### src/rtl/attr_dcache.sv
module attr_dcache #(
  parameter int AW = 32,
  parameter int DW = 32,
  parameter int LINES = 16,
  parameter int REGIONS = 32
) (
  input  logic          clk,
  input  logic          rst_n,
  input  logic          req_valid,
  output logic          req_ready,
  input  logic [AW-1:0] req_addr,
  input  logic          req_write,
  input  logic [DW-1:0] req_wdata,
  input  logic          req_virt,
  input  logic          req_wt,
  input  logic          req_ci,
  input  logic          req_coh,
  input  logic [REGIONS-1:0] cache_map,
  output logic          resp_valid,
  output logic [DW-1:0] resp_rdata,
  output logic          mem_valid,
  output logic          mem_write,
  output logic [AW-1:0] mem_addr,
  output logic [DW-1:0] mem_wdata,
  input  logic          mem_ack,
  input  logic [DW-1:0] mem_rdata
);
  localparam int IW = $clog2(LINES);
  localparam int TW = AW - IW - 2;
  localparam int RW = $clog2(REGIONS);

  typedef enum logic [2:0] {S_IDLE, S_LOOK, S_EVICT, S_MEM, S_RESP} st_t;
  st_t st;

  logic [AW-1:0] a_q;
  logic [DW-1:0] d_q, rd_q;
  logic wr_q, wt_q, cach_q;
  logic [TW-1:0] tag_r [LINES];
  logic [DW-1:0] data_r [LINES];
  logic [LINES-1:0] valid_r, dirty_r;

  logic unused_coh;
  assign unused_coh = req_coh;

  wire [IW-1:0] idx = a_q[IW+1:2];
  wire [TW-1:0] tg  = a_q[AW-1:IW+2];
  wire hit    = valid_r[idx] && (tag_r[idx] == tg);
  wire vdirty = valid_r[idx] && dirty_r[idx];
  wire cach_in = req_virt ? ~req_ci : cache_map[req_addr[AW-1 -: RW]];

  assign req_ready  = (st == S_IDLE);
  assign resp_valid = (st == S_RESP);
  assign resp_rdata = rd_q;
  assign mem_valid  = (st == S_EVICT) || (st == S_MEM);
  assign mem_write  = (st == S_EVICT) ? 1'b1 : wr_q;
  assign mem_addr   = (st == S_EVICT) ? {tag_r[idx], idx, 2'b00} : a_q;
  assign mem_wdata  = (st == S_EVICT) ? data_r[idx] : d_q;

  always_ff @(posedge clk or negedge rst_n) begin
    if (!rst_n) begin
      st <= S_IDLE;
      a_q <= '0; d_q <= '0; rd_q <= '0;
      wr_q <= 1'b0; wt_q <= 1'b0; cach_q <= 1'b0;
      valid_r <= '0; dirty_r <= '0;
      for (int i = 0; i < LINES; i++) begin
        tag_r[i] <= '0;
        data_r[i] <= '0;
      end
    end else begin
      case (st)
        S_IDLE: if (req_valid) begin
          a_q <= req_addr; d_q <= req_wdata; wr_q <= req_write;
          wt_q <= req_wt; cach_q <= cach_in;
          st <= S_LOOK;
        end
        S_LOOK: begin
          if (!cach_q) st <= S_MEM;
          else if (hit) begin
            if (wr_q) begin
              data_r[idx] <= d_q;
              dirty_r[idx] <= ~wt_q;
              st <= wt_q ? S_MEM : S_RESP;
            end else begin
              rd_q <= data_r[idx];
              st <= S_RESP;
            end
          end
          else if (wr_q && wt_q) st <= S_MEM;
          else if (vdirty) st <= S_EVICT;
          else if (wr_q) begin
            valid_r[idx] <= 1'b1; tag_r[idx] <= tg;
            data_r[idx] <= d_q; dirty_r[idx] <= 1'b1;
            st <= S_RESP;
          end
          else st <= S_MEM;
        end
        S_EVICT: if (mem_ack) begin
          if (wr_q) begin
            tag_r[idx] <= tg; data_r[idx] <= d_q; dirty_r[idx] <= 1'b1;
            st <= S_RESP;
          end else begin
            dirty_r[idx] <= 1'b0;
            st <= S_MEM;
          end
        end
        S_MEM: if (mem_ack) begin
          if (!wr_q) begin
            rd_q <= mem_rdata;
            if (cach_q) begin
              valid_r[idx] <= 1'b1; tag_r[idx] <= tg;
              data_r[idx] <= mem_rdata; dirty_r[idx] <= 1'b0;
            end
          end
          st <= S_RESP;
        end
        default: st <= S_IDLE;
      endcase
    end
  end
endmodule

### config.mk
export PLATFORM = sky130hd
export DESIGN_NAME = attr_dcache
export DESIGN_NICKNAME = d
export VERILOG_FILES = /design/src/rtl/attr_dcache.sv
export SDC_FILE = /design/constraint.sdc
export NUM_CORES = 2
export LEC_CHECK = 0
export BUFFER_PORTS_ARGS = -buffer_cell sky130_fd_sc_hd__buf_4
export CAP_MARGIN = 25
export CELL_PAD_IN_SITES_DETAIL_PLACEMENT = 0
export CELL_PAD_IN_SITES_GLOBAL_PLACEMENT = 2
export CORE_ASPECT_RATIO = 0.5
export CORE_UTILIZATION = 50
export CTS_BUF_LIST = sky130_fd_sc_hd__clkbuf_4 sky130_fd_sc_hd__clkbuf_8
export DETAILED_ROUTE_END_ITERATION = 10
export GPL_ROUTABILITY_DRIVEN = 0
export PLACE_DENSITY = 0.95
export SYNTH_ARGS = -nofsm -noshare
export SYNTH_HDL_FRONTEND = slang
export SYNTH_SLANG_ARGS = --single-unit
### constraint.sdc
create_clock -name clk -period 11.3 [get_ports clk]
set_input_delay 1.695 -clock clk [delete_from_list [all_inputs] [get_ports clk]]
set_output_delay 1.695 -clock clk [all_outputs]
set_load 0.05 [all_outputs]
**Yosys cells after proc, flatten, opt, wreduce, memory -nomap -nowiden**

Cells that the tools add are included.

- Register bits after elaboration: 1062
- Word-level logic and storage cells: 174
- Bits of input ports: 137
- Output and inout bits: 100

- Bitwise operators: 7
- Mux-type cells: 84
- Equal/unequal tests: 21
- Order comparisons: 5
- Reductions and logical operators: 16

Operators by type and width:

| operator | count |
|---|---|
| $mux W512 | 9 |
| $mux W416 | 9 |
| $pmux W512 S3 | 1 |
| $pmux W416 S3 | 1 |
| $bwmux W512 | 2 |
| $bwmux W416 | 1 |
| $mux W32 | 10 |
| $mux W16 | 19 |
| $bmux W32 S4 | 1 |
| $demux W32 S4 | 1 |
| $bmux W26 S4 | 1 |
| $demux W26 S4 | 1 |
| $mux W26 | 3 |
| $pmux W32 S2 | 1 |
| $pmux W16 S3 | 1 |
| $or A16 B16 Y16 | 2 |
| $pmux W16 S2 | 1 |
| $mux W3 | 10 |
| $eq A26 B26 Y1 | 1 |
| $ne A2 B2 Y1 const B | 12 |
| $reduce_and A9 Y1 | 2 |
| $and A16 B16 Y16 | 1 |
| $bwmux W16 | 1 |
| $not A16 Y16 | 1 |
| 27 further kinds | 41 |

**Depth between registers and ports, before layout**

- Word-level depth: 12
- Depth in mapped cells: 17
- Gate-level depth less buffers: 9

**Least setup slack after synthesis**

No wires, ideal clock.

- Kind: register to output
- Start: register a_q[2]
- End: output mem_wdata[22]
- Buffers on the path: 7
- Arrival: 3602 ps
- Required time: 9605 ps
- Cell stages (with the launch flop): 12
- Slack: 6003 ps
- Cell sequence: dfrtp_1 -> buf_4 -> buf_6 -> buf_6 -> buf_6 -> buf_6 -> buf_1 -> buf_1 -> mux4_2 -> mux4_2 -> nand2_1 -> nand2_1

- Cells in the longest elaborated chain, start to end: 5

Ends and longest elaborated chain:

| what | line | text |
|---|---|---|
| from (decl) | 35 | `logic [AW-1:0] a_q;` |
| from (signal assigned) | 72 | `a_q <= req_addr; d_q <= req_wdata; wr_q <= req_write;` |
| $not A4 Y5 (not written as such) | 57 | `assign mem_wdata = (st == S_EVICT) ? data_r[idx] : d_q;` |
| $bmux W32 S4 | 57 |  |
| $mux W32 (not written as such) (2 in series) | 57 |  |
| $mux W32 | 57 |  |
| to (decl) | 24 | `output logic [DW-1:0] mem_wdata,` |

No other way between the ends. The select of a mux whose other input is x is not followed.

**Worst setup path after layout**

- Start: register a_q[2]
- End: output mem_wdata[3]

The elaborated chain is that of the path after synthesis.

==> results.py <==
metrics = {
    "die": {
        "core_area_um2": 101000,
        "fp.dieW_um": 454,
        "io_pins": 237,
        "dieArea_um2": 103000,
        "die_h_um": 228,
        "initial_utilization_pct": 50.7,
        "std_cell_rows": 82,
    },
    "logic_synthesis": {
        "synth_most_common_cell": "dfrtp_1",
        "ys_seq_area_share_pct": 52.1,
        "synth_top_family_by_area": "multiplexers",
        "synthAdderAreaFrac_pct": 0,
        "ys_types": 76,
        "async_reset_ff_share_pct": 100,
        "synth_ff_type": "dfrtp_1",
        "synth_top_area_share_pct": 52.1,
        "synth.cell_area_um2": 51000,
        "synth_xor_xnor_area_share_pct": 0.326,
        "yosysWarnings": 0,
        "synthMuxAreaShare_pct": 36.3,
        "yosysTopAreaCell": "dfrtp_1",
        "netlist_instances": 3606,
        "synth-simple-area-share_pct": 4.95,
        "netlist_top_cells_count": "1062 x dfrtp_1, 984 x mux2_2, 389 x nand2_1",
        "synth_compound_area_share_pct": 3.16,
        "syn_area_per_cell_um2": 14.1,
        "ys_seq_elements": 1062,
        "synth.area.top_cells": "dfrtp_1 52%, mux2_2 22%, mux4_2 11%",
        "syn_nets": 3743,
        "synth_edf_count": 0,
    },
    "clock_tree": {
        "cts.sinks": 1062,
        "clk_pin_slew_ps": 70,
        "cts_setup_buffers": 0,
        "ctsHoldBuffers": 0,
        "cts_tree": "yes",
        "cts_resized": 0,
        "clock_latency_ps": 860,
        "htreeDepth": 4,
        "root_buffer": "clkbuf_8",
        "cts_buffers": 154,
        "clockBufferDepth": 3,
    },
    "global_route": {
        "antenna_found_initial": 4,
        "grt_usage_pct": 26.2,
        "grt_pass1_wl_um": 206000,
        "grt_pass1_vias": 33300,
        "grt_max_degree": 213,
        "grt.overflow.total": 0,
    },
    "sta": {
        "max_slew_margin_pct": 26.5,
        "rsz0062_at_grt": "no",
        "setup_viol_count_final": 0,
        "fin_crit_ps": 6360,
        "worstMarginPinSlew_ps": 1100,
        "fin_setup_tns_ps": 0,
        "max_freq_mhz": 157,
        "maxSlewViolCount": 0,
        "post-route-period-util_pct": 56.3,
        "hold_violations": 0,
        "fin_worst_skew_ps": 40.0,
    },
    "finish": {
        "drive_gt1_share_pct": 48.5,
        "fillCellCount": 7920,
        "area_growth_pct": 12.0,
        "final_util_pct": 56.7,
        "fin_nets": 3893,
    },
    "critical_path": {
        "worst-setup-path-type": "reg2out",
        "required_ps": 9610,
        "cp-end-kind": "output port",
        "path_max_fanout": 114,
        "cp-start-kind": "flop",
        "arrival_ps": 4670,
        "critPathSlowestCell": "dfrtp_4",
        "crit_chain": "buf_12 > buf_12 > mux4_2 > mux4_2 > nand2_1 > nand2_1 > buf_4",
        "cpPeakStageDelay_ps": 820,
    },
    "run": {
        "cap_violations": 0,
    },
    "hold_path": {
        "hp-class": "reg2reg",
    },
    "drt": {
        "drt_iter0_markers": 2754,
        "avgViaCountPerCell": 5.99,
        "drtPass1Iterations": 5,
        "final_antenna_net_count": 0,
        "dr_total_vias": 31200,
        "drc": 0,
        "post_drt_wl_per_cell_um": 25.4,
        "routed_wl_um": 133000,
    },
    "status": {
        "outcome": "finished, final reports clean",
    },
    "power": {
        "p_leak_nw": 26.8,
        "p_per_area_nw_per_um2": 291,
        "ir_drop_v": 0.000170,
    },
    "placement": {
        "dpl.hpwl_um": 75900,
        "port_buffers": 235,
    },
}
[cells by family after synthesis]
family	after synthesis
DFF	1062
xor gates and xnor gates	19
AOI/OAI and AO/OA	231
buffers and inverters	340
muxes	1393
and+or+nand+nor	561
[path summary, 6_finish.rpt]
check	from	end	slack, ps	cells after the start
setup / recovery	a_q[2]$_DFFE_PN0P_	mem_wdata[3]	4940	7
max in group asynchronous	rst_n	a_q[3]$_DFFE_PN0P_	7900	3
min in group asynchronous	rst_n	resp_rdata[15]$_DFFE_PN0P_	950	1
hold / removal	valid_r[5]$_DFFE_PN0P_	valid_r[5]$_DFFE_PN0P_	480	1
setup reg to reg	a_q[2]$_DFFE_PN0P_	data_r[79]$_DFFE_PN0P_	5010	12
hold reg to reg	valid_r[5]$_DFFE_PN0P_	valid_r[5]$_DFFE_PN0P_	480	1
[registers in the layout, summed over array words and instances (netlist names), 3 cells and up]
signal	count
tag_r	416
resp_rdata	32
a_q	32
dirty_r	16
st	3
d_q	32
data_r	512
valid_r	16
[power breakdown]
part	internal [mW]	switching, mW	total [mW]
Clock	1.77	1.50	3.28
Combinational	3.07	4.08	7.15
Sequential	5.14	1.04	6.18
Total	9.98	6.63	16.6
[layout make-up]
cell class              count  area [µm²]  area share (%)
multi-input cells        2204       23000            40.4
flip-flops and latches   1062       26600            46.6
diodes                      1        2.50         0.00438
repair buffers            307        2410            4.21
clock inverters            28         244           0.427
inverters                  27         104           0.182
well taps                1344        1680            2.94
clock buffers             241        3040            5.31
[cell usage in the layout (no fill, tap or decap), drive strengths merged, types with 6 or more instances in the layout]
cell type / count
clkbuf: 241
mux2: 1063
clkinv: 15
inv: 30
nand2b: 9
o211ai: 6
nand3: 24
nor2b: 11
nor4: 8
a221oi: 9
nor3: 24
a22oi: 12
and2: 7
o22ai: 18
clkinvlp: 7
mux2i: 71
xnor2: 17
o21bai: 16
a211oi: 10
nand4: 10
nand2: 389
o21ai: 58
dfrtp: 1062
mux4: 259
a21oi: 51
buf: 307
nor2: 47
nor3b: 11
[routing by layer]
metal,track usage (%),routed length [µm],vias up
li1,-,-,13500
met1,37.0,58100,16700
met2,41.1,63000,881
met3,4.70,7600,234
met4,9.24,3900,2
met5,0,12,-
[critical path, delay by kind of cell (launching register included)]
family	cells	cell delay [ps]
buf+inv	3	1510
flops	1	820
simple gates	2	170
mux	2	1150
[per-stage QoR]
| stage | cells | power (mW) | hold WS [ps] | instance area, µm² | setup slack, ps |
|---|---|---|---|---|---|
| finish | 5214 | 16.6 | 476 | 57100 | 4940 |
| global route | 5214 | 17.5 | 490 | 57100 | 4580 |
| CTS | 5212 | 16.7 | 475 | 57100 | 4700 |
| detailed placement | 4943 | 13.4 | 458 | 53800 | 4960 |
| global placement | 4941 | 13.1 | 454 | 53800 | 5020 |
| floorplan | 3606 | 11.2 | 438 | 51000 | 6000 |
(Power assumes the default switching activity.)
